===== config.mk =====
export PLATFORM = sky130hd
export DESIGN_NAME = win_shadow_bank
export DESIGN_NICKNAME = d
export VERILOG_FILES = /design/src/rtl/swb_pkg.sv /design/src/rtl/swb_addr_decode.sv /design/src/rtl/swb_vsync_edge.sv /design/src/rtl/swb_window.sv /design/src/rtl/win_shadow_bank.sv
export SDC_FILE = /design/constraint.sdc
export NUM_CORES = 2
export LEC_CHECK = 0
export CAP_MARGIN = 25
export CORE_MARGIN = 4
export CORE_UTILIZATION = 35
export DETAILED_ROUTE_END_ITERATION = 7
export SLEW_MARGIN = 40
export SYNTH_ARGS = -nofsm -noshare
export SYNTH_HDL_FRONTEND = slang
export SYNTH_SLANG_ARGS = --single-unit

===== constraint.sdc =====
create_clock -name clk -period 2.5 [get_ports clk]
set_input_delay 0.5 -clock clk [delete_from_list [all_inputs] [get_ports clk]]
set_output_delay 0.5 -clock clk [all_outputs]
set_load 0.1 [all_outputs]

===== src/rtl/swb_pkg.sv =====
package swb_pkg;
  // 16-byte stride per window, 4-byte registers
  localparam int REGS_PER_WIN = 4;
  localparam int WIN_STRIDE_B = 16;

  typedef enum logic [1:0] {
    REG_CTRL    = 2'd0,
    REG_ORIGIN  = 2'd1,
    REG_EXTENT  = 2'd2,
    REG_FBBASE  = 2'd3
  } win_reg_e;

  localparam int CTRL_EN_BIT   = 0;
  localparam int CTRL_CHAN_BIT = 1;
endpackage


===== src/rtl/swb_addr_decode.sv =====
module swb_addr_decode
  import swb_pkg::*;
#(
  parameter int NUM_WIN = 5,
  parameter int ADDR_W  = 8
) (
  input  logic [ADDR_W-1:0]  addr_i,
  output logic [NUM_WIN-1:0] win_sel_o,
  output win_reg_e           reg_o,
  output logic               prot_hit_o
);
  localparam int WORD_W    = ADDR_W - 2;
  localparam int WIN_IDX_W = WORD_W - 2;
  localparam int PROT_WORD = NUM_WIN * REGS_PER_WIN;

  logic              aligned;
  logic [WORD_W-1:0] word;
  logic [WIN_IDX_W-1:0] win_idx;

  assign aligned = (addr_i[1:0] == 2'b00);
  assign word    = addr_i[ADDR_W-1:2];
  assign win_idx = word[WORD_W-1:2];
  assign reg_o   = win_reg_e'(word[1:0]);
  assign prot_hit_o = aligned && (word == WORD_W'(PROT_WORD));

  for (genvar w = 0; w < NUM_WIN; w++) begin : g_sel
    assign win_sel_o[w] = aligned && (win_idx == WIN_IDX_W'(w));
  end
endmodule


===== src/rtl/swb_vsync_edge.sv =====
module swb_vsync_edge (
  input  logic clk,
  input  logic rst_n,
  input  logic vsync_i,
  output logic rise_o
);
  logic vs_q;

  always_ff @(posedge clk or negedge rst_n) begin
    if (!rst_n) vs_q <= 1'b0;
    else        vs_q <= vsync_i;
  end

  assign rise_o = vsync_i & ~vs_q;
endmodule


===== src/rtl/swb_window.sv =====
module swb_window
  import swb_pkg::*;
#(
  parameter int DATA_W = 32
) (
  input  logic                               clk,
  input  logic                               rst_n,
  input  logic                               wr_en_i,
  input  win_reg_e                           reg_i,
  input  logic [DATA_W-1:0]                  wdata_i,
  input  logic                               xfer_i,
  output logic [REGS_PER_WIN-1:0][DATA_W-1:0] vis_o,
  output logic [REGS_PER_WIN-1:0][DATA_W-1:0] act_o
);
  logic [REGS_PER_WIN-1:0][DATA_W-1:0] vis_q, vis_nxt;
  logic [REGS_PER_WIN-1:0][DATA_W-1:0] act_q, act_nxt;
  logic vis_ld, act_ld;

  assign vis_ld = wr_en_i;
  assign act_ld = xfer_i;

  always_comb begin
    vis_nxt = vis_q;
    if (wr_en_i) vis_nxt[reg_i] = wdata_i;
    // transfer takes the pending value held before this edge
    act_nxt = vis_q;
  end

  always_ff @(posedge clk or negedge rst_n) begin
    if (!rst_n)      vis_q <= '0;
    else if (vis_ld) vis_q <= vis_nxt;
  end

  always_ff @(posedge clk or negedge rst_n) begin
    if (!rst_n)      act_q <= '0;
    else if (act_ld) act_q <= act_nxt;
  end

  assign vis_o = vis_q;
  assign act_o = act_q;
endmodule


===== src/rtl/win_shadow_bank.sv =====
module win_shadow_bank
  import swb_pkg::*;
#(
  parameter int NUM_WIN = 5,
  parameter int DATA_W  = 32,
  parameter int ADDR_W  = 8
) (
  input  logic                                clk,
  input  logic                                rst_n,
  input  logic                                wr_en_i,
  input  logic                                rd_en_i,
  input  logic [ADDR_W-1:0]                   addr_i,
  input  logic [DATA_W-1:0]                   wdata_i,
  output logic [DATA_W-1:0]                   rdata_o,
  input  logic                                vsync_i,
  output logic [NUM_WIN*REGS_PER_WIN*DATA_W-1:0] act_cfg_o,
  output logic [NUM_WIN-1:0]                  act_en_o,
  output logic [NUM_WIN-1:0]                  act_chan_en_o
);
  localparam int WIN_BITS = REGS_PER_WIN * DATA_W;

  logic [NUM_WIN-1:0] win_sel;
  win_reg_e           reg_sel;
  logic               prot_hit;
  logic               vs_rise;

  logic [NUM_WIN-1:0] prot_q, prot_nxt;
  logic               prot_ld;
  logic [DATA_W-1:0]  rdata_q, rdata_nxt;
  logic               rdata_ld;

  logic [REGS_PER_WIN-1:0][DATA_W-1:0] vis_arr [NUM_WIN];
  logic [REGS_PER_WIN-1:0][DATA_W-1:0] act_arr [NUM_WIN];
  logic [NUM_WIN*WIN_BITS-1:0]         vis_flat;

  swb_addr_decode #(.NUM_WIN(NUM_WIN), .ADDR_W(ADDR_W)) u_dec (
    .addr_i     (addr_i),
    .win_sel_o  (win_sel),
    .reg_o      (reg_sel),
    .prot_hit_o (prot_hit)
  );

  swb_vsync_edge u_edge (
    .clk     (clk),
    .rst_n   (rst_n),
    .vsync_i (vsync_i),
    .rise_o  (vs_rise)
  );

  for (genvar w = 0; w < NUM_WIN; w++) begin : g_win
    logic win_wr, win_xfer;
    assign win_wr   = wr_en_i & win_sel[w];
    assign win_xfer = vs_rise & ~prot_q[w];

    swb_window #(.DATA_W(DATA_W)) u_win (
      .clk     (clk),
      .rst_n   (rst_n),
      .wr_en_i (win_wr),
      .reg_i   (reg_sel),
      .wdata_i (wdata_i),
      .xfer_i  (win_xfer),
      .vis_o   (vis_arr[w]),
      .act_o   (act_arr[w])
    );

    assign vis_flat[w*WIN_BITS +: WIN_BITS]  = vis_arr[w];
    assign act_cfg_o[w*WIN_BITS +: WIN_BITS] = act_arr[w];
    assign act_en_o[w]      = act_arr[w][REG_CTRL][CTRL_EN_BIT];
    assign act_chan_en_o[w] = act_arr[w][REG_CTRL][CTRL_CHAN_BIT];
  end

  // protect bits: immediate, not shadowed
  assign prot_ld = wr_en_i & prot_hit;
  always_comb begin
    prot_nxt = wdata_i[NUM_WIN-1:0];
  end

  always_ff @(posedge clk or negedge rst_n) begin
    if (!rst_n)       prot_q <= '0;
    else if (prot_ld) prot_q <= prot_nxt;
  end

  // read path returns the pending copy
  assign rdata_ld = rd_en_i;
  always_comb begin
    rdata_nxt = '0;
    if (prot_hit) rdata_nxt = DATA_W'(prot_q);
    for (int w = 0; w < NUM_WIN; w++) begin
      if (win_sel[w]) rdata_nxt = vis_arr[w][reg_sel];
    end
  end

  always_ff @(posedge clk or negedge rst_n) begin
    if (!rst_n)        rdata_q <= '0;
    else if (rdata_ld) rdata_q <= rdata_nxt;
  end

  assign rdata_o = rdata_q;
endmodule


# Word-level counts from Yosys, hierarchy flattened
# Index checks and enable logic that the tools add are counted.
dict set report totals {
  elab_cells 100
  out_inout_bits 682
  in_bits 45
  ff_bits 1318
}
dict set report classes {
  magnitude_cmp 2
  mux 23
  reduce_logical 9
  n_bitwise 18
  n_eq_ne 5
}
# cell n
set ops {}
lappend ops {{$bwmux W128} 5}
lappend ops {{$mux W32} 11}
lappend ops {{$bmux W32 S2} 5}
lappend ops {{$demux W32 S2} 1}
lappend ops {{$and A1 B1 Y1} 12}
lappend ops {{$eq A4 B2 Y1 const B} 2}
lappend ops {{$logic_and A1 B1 Y1} 7}
lappend ops {{$eq A6 B5 Y1 const B} 1}
lappend ops {{$not A1 Y1} 6}
lappend ops {{$mux W5} 1}
lappend ops {{$eq A4 B1 Y1 const B} 1}
lappend ops {{$eq A4 B3 Y1 const B} 1}
lappend ops {{$logic_not A4 Y1} 1}
lappend ops {{$lt A2 B3 Y1 const B} 1}
lappend ops {{$ge A2 B1 Y1 const B} 1}
lappend ops {{$logic_not A2 Y1} 1}

# Logic depth before layout (Yosys ltp)
dict set report depth {
  depth_word 8
  depth_mapped 8
  ltp_nobuf 4
}

# Cells and area by module
# A second synthesis with hierarchy kept.
dict set report hier_totals {
  hier_cells 3297
  hier_area_um2 53827.9
}
# module seq_area_each_um2 instances cells_per_inst area_per_inst_um2
set modules_own_cells {}
lappend modules_own_cells {swb_window 6406.1 5 542 9457.8}
lappend modules_own_cells {win_shadow_bank 925.9 1 573 6407.4}
lappend modules_own_cells {swb_addr_decode 0.0 1 12 92.6}
lappend modules_own_cells {swb_vsync_edge 25.0 1 2 38.8}

# Worst setup path after synthesis
# OpenSTA, ideal clock, no wires.
dict set report synth_path {
  path_type {input to register}
  start {input addr_i[2]}
  end {register rdata_q[3], in the netlist rdata_o[3]}
  setup_ns 0.135
  n_path_buf 4
  arrival_time_ns 2.077
  required_time_ns 2.365
  stages 7
  slack_ns 0.288
  cell_sequence {buf_2 > buf_6 > buf_6 > buf_2 > mux4_2 > a221oi_1 > o32ai_1}
}
dict set report synth_via {
  elab_chain_cells 8
  elab_cells_between_ends 18
  cone_classes {eq/ne (1); mux (16); reduce/logical (1)}
}
# element line_no
set synth_lines {}
lappend synth_lines {{start, declared} win_shadow_bank.sv:12} ;# input logic [ADDR_W-1:0] addr_i,
lappend synth_lines {{$eq A6 B5 Y1} swb_addr_decode.sv:24} ;# assign prot_hit_o = aligned && (word == WORD_W'(PROT_WORD));
lappend synth_lines {{$logic_and A1 B1 Y1} swb_addr_decode.sv:24}
lappend synth_lines {{$mux W5} win_shadow_bank.sv:87} ;# if (prot_hit) rdata_nxt = DATA_W'(prot_q);
lappend synth_lines {{$mux W32 (4 in series)} win_shadow_bank.sv:89} ;# if (win_sel[w]) rdata_nxt = vis_arr[w][reg_sel];
lappend synth_lines {{$mux W32 *} win_shadow_bank.sv:89}
lappend synth_lines {{end signal, assigned} win_shadow_bank.sv:95} ;# else if (rdata_ld) rdata_q <= rdata_nxt;
lappend synth_lines {{end, declared} win_shadow_bank.sv:29} ;# logic [DATA_W-1:0] rdata_q, rdata_nxt;
# Mark *: on every way between the ends. The rest lies on a longest branch, timed or not. The select of a mux whose other input is x is not followed.
# A chain may end at the register's enable or synchronous reset.

# Final worst setup path
dict set report layout_path {
  start {register g_win[0].u_win.act_q, in the netlist g_win[0].u_win.act_o[1]}
  end {output act_cfg_o[1]}
}
# element line_no
set layout_rtl {}
lappend layout_rtl {{start, declared} swb_window.sv:16} ;# logic [REGS_PER_WIN-1:0][DATA_W-1:0] act_q, act_nxt;
lappend layout_rtl {{start signal, assigned} swb_window.sv:36} ;# else if (act_ld) act_q <= act_nxt;
lappend layout_rtl {{end, declared} win_shadow_bank.sv:16} ;# output logic [NUM_WIN*REGS_PER_WIN*DATA_W-1:0] act_cfg_o,
# No word-level cell between the ends.

==> results list <==
- The flow ran to the end, and the final reports show no timing, DRC or antenna violations.
- The number of gates resized after CTS was 0.
- Die extent in y: ~400 microns
* Mapped Nets: between 3000 and 4000
- Post-CTS Setup Bufs: 0
* First element of the critical path: g_win[0].u_win.act_o[1]
- At the end of the flow the core is filled with cells to 0.4514.
* Overall power consumption: approximately 55 mW
- Of the total synthesized cell area, the portion taken by full adders, half adders and majority gates is 0.
- The number of buffers and inverters on the critical path is 1.
* Kind of capture point of the worst setup path: primary output
- The clock tree synthesis step divided the H-tree into 4 levels.
* Area share of and/or/nand/nor cells after synthesis: 0.01640
- The number of global-route vias before repair came to about 35000.
- The slowest stage of the critical path is the dfrtp_1 cell.
- XOR/XNOR Fraction of Synth Area: 0
* Skew-Pair Late Insertion Delay: just under 800 ps
* Type of the worst min-delay path: input port to register
- After floorplanning, the core was divided into between 100 and 150 placement rows.
- Hold violation total from the final report: 0
* Share of the synthesized area in compound gates (AO/OA/AOI/OAI): 0.01591
- After synthesis, the cell types taking the most area are dfrtp_1 61%, mux2_2 26%, mux4_2 6.7%.
* Global-route wire length before repair: 273300 microns
- Instance count of the mapped netlist: ~3300
- Leading cell type in the layout, fill and taps excluded: dfrtp_1
* Transition time at the pin with the least slew margin: 693.5 ps
- P&R area growth vs syn: 28.40%
- During I/O placement, the number of pins put on the boundary was 727.
- Critical hold path startpoint: vsync_i
- Setup slack after placement: -441.8 ps
- Synthesized area divided by synthesized cell count: 16.25 sq um
- PnR worst setup slack: between 200 and 250 ps
- Power Dens Cells: roughly 800 nW/um^2
- After synthesis the cells add up to ~54000 sq um.
- Category of the most critical setup path: register to primary output
- Max clock buf depth: 3
- Full die area: 160900 sq um
- Worst VDD drop: slightly below 0.6 mV
- Cell at the root of the clock tree: clkbuf_16
- The signal on the critical path passes through buf_4.
- After detailed routing, the average wire length per cell comes to ~30 microns.
- Multiplexer share of the synthesized area: 0.3341
- Fmax achieved: around 440 MHz
- Iteration-0 DRC count of the detailed router: between 2000 and 2500
- Critical path required time: 2000 ps
- The share of synthesized area in the top cell type comes to 0.6097.
* Share of layout cells above drive strength 1: 0.6143
* Routability congestion estimate: 0.8107
* Max-cap viol count: 0
- Global routing finished with a remaining overflow of 0.
- Max incr delay on CP: 620 ps
* Final critical-path required period: around 2300 ps
* Nature of the critical path startpoint: register
- Buffers placed on the I/O ports in this run total approximately 730.
* Final #Nets: 4234
* Cell area after layout: about 69000 sq um
* Die width: 401.1 microns
- Number of slew-limit violations in the final report: 0
- Headroom to the max-slew limit: 0.5362
* Overall global routing resource usage: 0.2354
- After synthesis, the largest family of logic cells by area is multiplexers.
* Critical-path maximum fanout: 3
- CTS tree: done
- Summed over all cells, the static leakage comes to roughly 35 nW.
- The startpoint identified for the worst register-to-register timing path is u_edge.vs_q.
- For this run, the detailed router's first-pass iteration total came to 5.
- After detailed routing, the number of vias per cell comes to between 5 and 6.
- The Yosys step of the flow raised 0 warnings.
* Placed standard-cell area: 64520 sq um
- In this run the standard cell core region covers 153900 sq um.
* Most used cells in the layout excluding fill and tap cells: 1318 x dfrtp_1, 1260 x mux2_2, 840 x buf_4
* Post-DP HPWL: around 140000 microns
- Count of different cell masters after synthesis: 35
- The cell family contributing the most delay on the critical path is flip-flops.
* Number of hold buffers added after CTS: 1
* Pin count of the biggest net entering global routing: 67
* Arrival time of the worst setup path: 1790 ps
- Tcrit/Tclk final: 0.9143
* Final setup fails: 0
* Seq/Total Area, Yosys: 0.6097
* Clock slew at the register clock pins of the worst setup and hold paths: ~60 ps
- For this configuration, the core starts out at a cell density of 0.3516.
- Number of antenna violations at the first check in global routing: 11
- Most area-hungry cell type in the Yosys netlist: dfrtp_1
- The synthesized design contains about 1300 register bits.
- After detailed routing, the number of remaining DRC violations is 0.
- Unrepaired setup endpoints after global routing: no
- On the final layout, the worst clock skew is 27.08 ps.
* Number of buffers inserted during clock tree synthesis: 147
* Wirelength, routed: 191800 microns
* Post-route antenna net violation count: 0
- Sinks on the clock net: 1318
- The routed layout has ~34000 vias.
[synthesized netlist by cell type]
| library cell | n |
|---|---|
| a21oi_1 | 1 |
| nor2b_1 | 2 |
| nand3b_1 | 1 |
| nand3_1 | 19 |
| mux2_1 | 25 |
| inv_1 | 1 |
| or2_2 | 1 |
| o22ai_1 | 27 |
| nand2b_1 | 2 |
| a221oi_1 | 32 |
| clkbuf_1 | 166 |
| buf_6 | 9 |
| and4_1 | 5 |
| o21ai_0 | 32 |
| buf_4 | 18 |
| buf_1 | 16 |
| and2_1 | 3 |
| and3_1 | 55 |
| nor4b_4 | 1 |
| dfrtp_1 | 1318 |
| and3b_1 | 1 |
| or2_1 | 1 |
| and2_0 | 1 |
| nor2_2 | 5 |
| nor4b_2 | 1 |
| a211oi_1 | 27 |
| buf_2 | 74 |
| nand2_1 | 9 |
| mux2_2 | 1260 |
| nor2_1 | 48 |
| nand2_2 | 2 |
| mux4_2 | 160 |
| o32ai_1 | 5 |
| nor4_4 | 1 |
| nor3b_1 | 1 |
[worst register-to-register path, delay by kind of cell (launching register included)]
kind	cells	cell delay, ps
buf+inv	3	680
flops	1	360
mux	1	360
simple gates	2	320
[registers in the layout, summed over array words and instances, names as in the netlist]
name	cells
g_win.u_win.act_o	640
g_win.u_win.vis_o	640
prot_q	5
rdata_o	32
u_edge.vs_q	1
[layout make-up]
class                      instances  area [sq um]
timing repair buffer             993          8956
sequential                      1318         32980
tap                             2044          2557
clock inverter                    45         598.1
fill                           13860         84400
multi-input combinational       1728         20030
antenna                            5         12.51
inverter                           1         3.754
clock buffer                     211          4322
[path summary, 6_finish.rpt]
kind                                                  to  slack (ps)  depth (start not counted)
worst max-delay path                        act_cfg_o[1]         210                          1
worst min-delay path                         u_edge.vs_q         200                          1
worst max register to register  g_win[2].u_win.act_o[51]         650                          6
worst min register to register  g_win[3].u_win.act_o[33]         510                          1
max in group asynchronous       g_win[0].u_win.act_o[55]        1190                          4
min in group asynchronous       g_win[2].u_win.act_o[97]         290                          2
[stage by stage]
stage                     hold slack [ps]  instances  setup TNS, ps
after floorplan                     204.4       3330              0
after global placement              426.3       6083        -146310
after detailed placement            426.1       6083        -152770
after CTS                           108.7       6340              0
after global routing                143.9       6343              0
final                               197.7       6345              0
[cells by family (layout without fill, tap and decap cells)]
group,count (synthesis),after routing
compound gates,124,124
buf+inv,284,1250
flops,1318,1318
mux,1445,1445
other cells,0,5
simple gates,159,159
[layer usage]
layer,part of all wire,track usage,vias to the layer above
met5,0,0,-
met4,0.028,0.06976,0
met3,0.071,0.06003,224
met2,0.47,0.3703,1149
met1,0.43,0.3225,18310
li1,-,-,13960
[report_power, final]
group	switching, mW	internal (mW)
registers	1.12	22.5
clock network	9.17	12.8
logic	7.21	2.56
total	17.5	37.9
No activity file was read; power rests on OpenSTA's default activity.
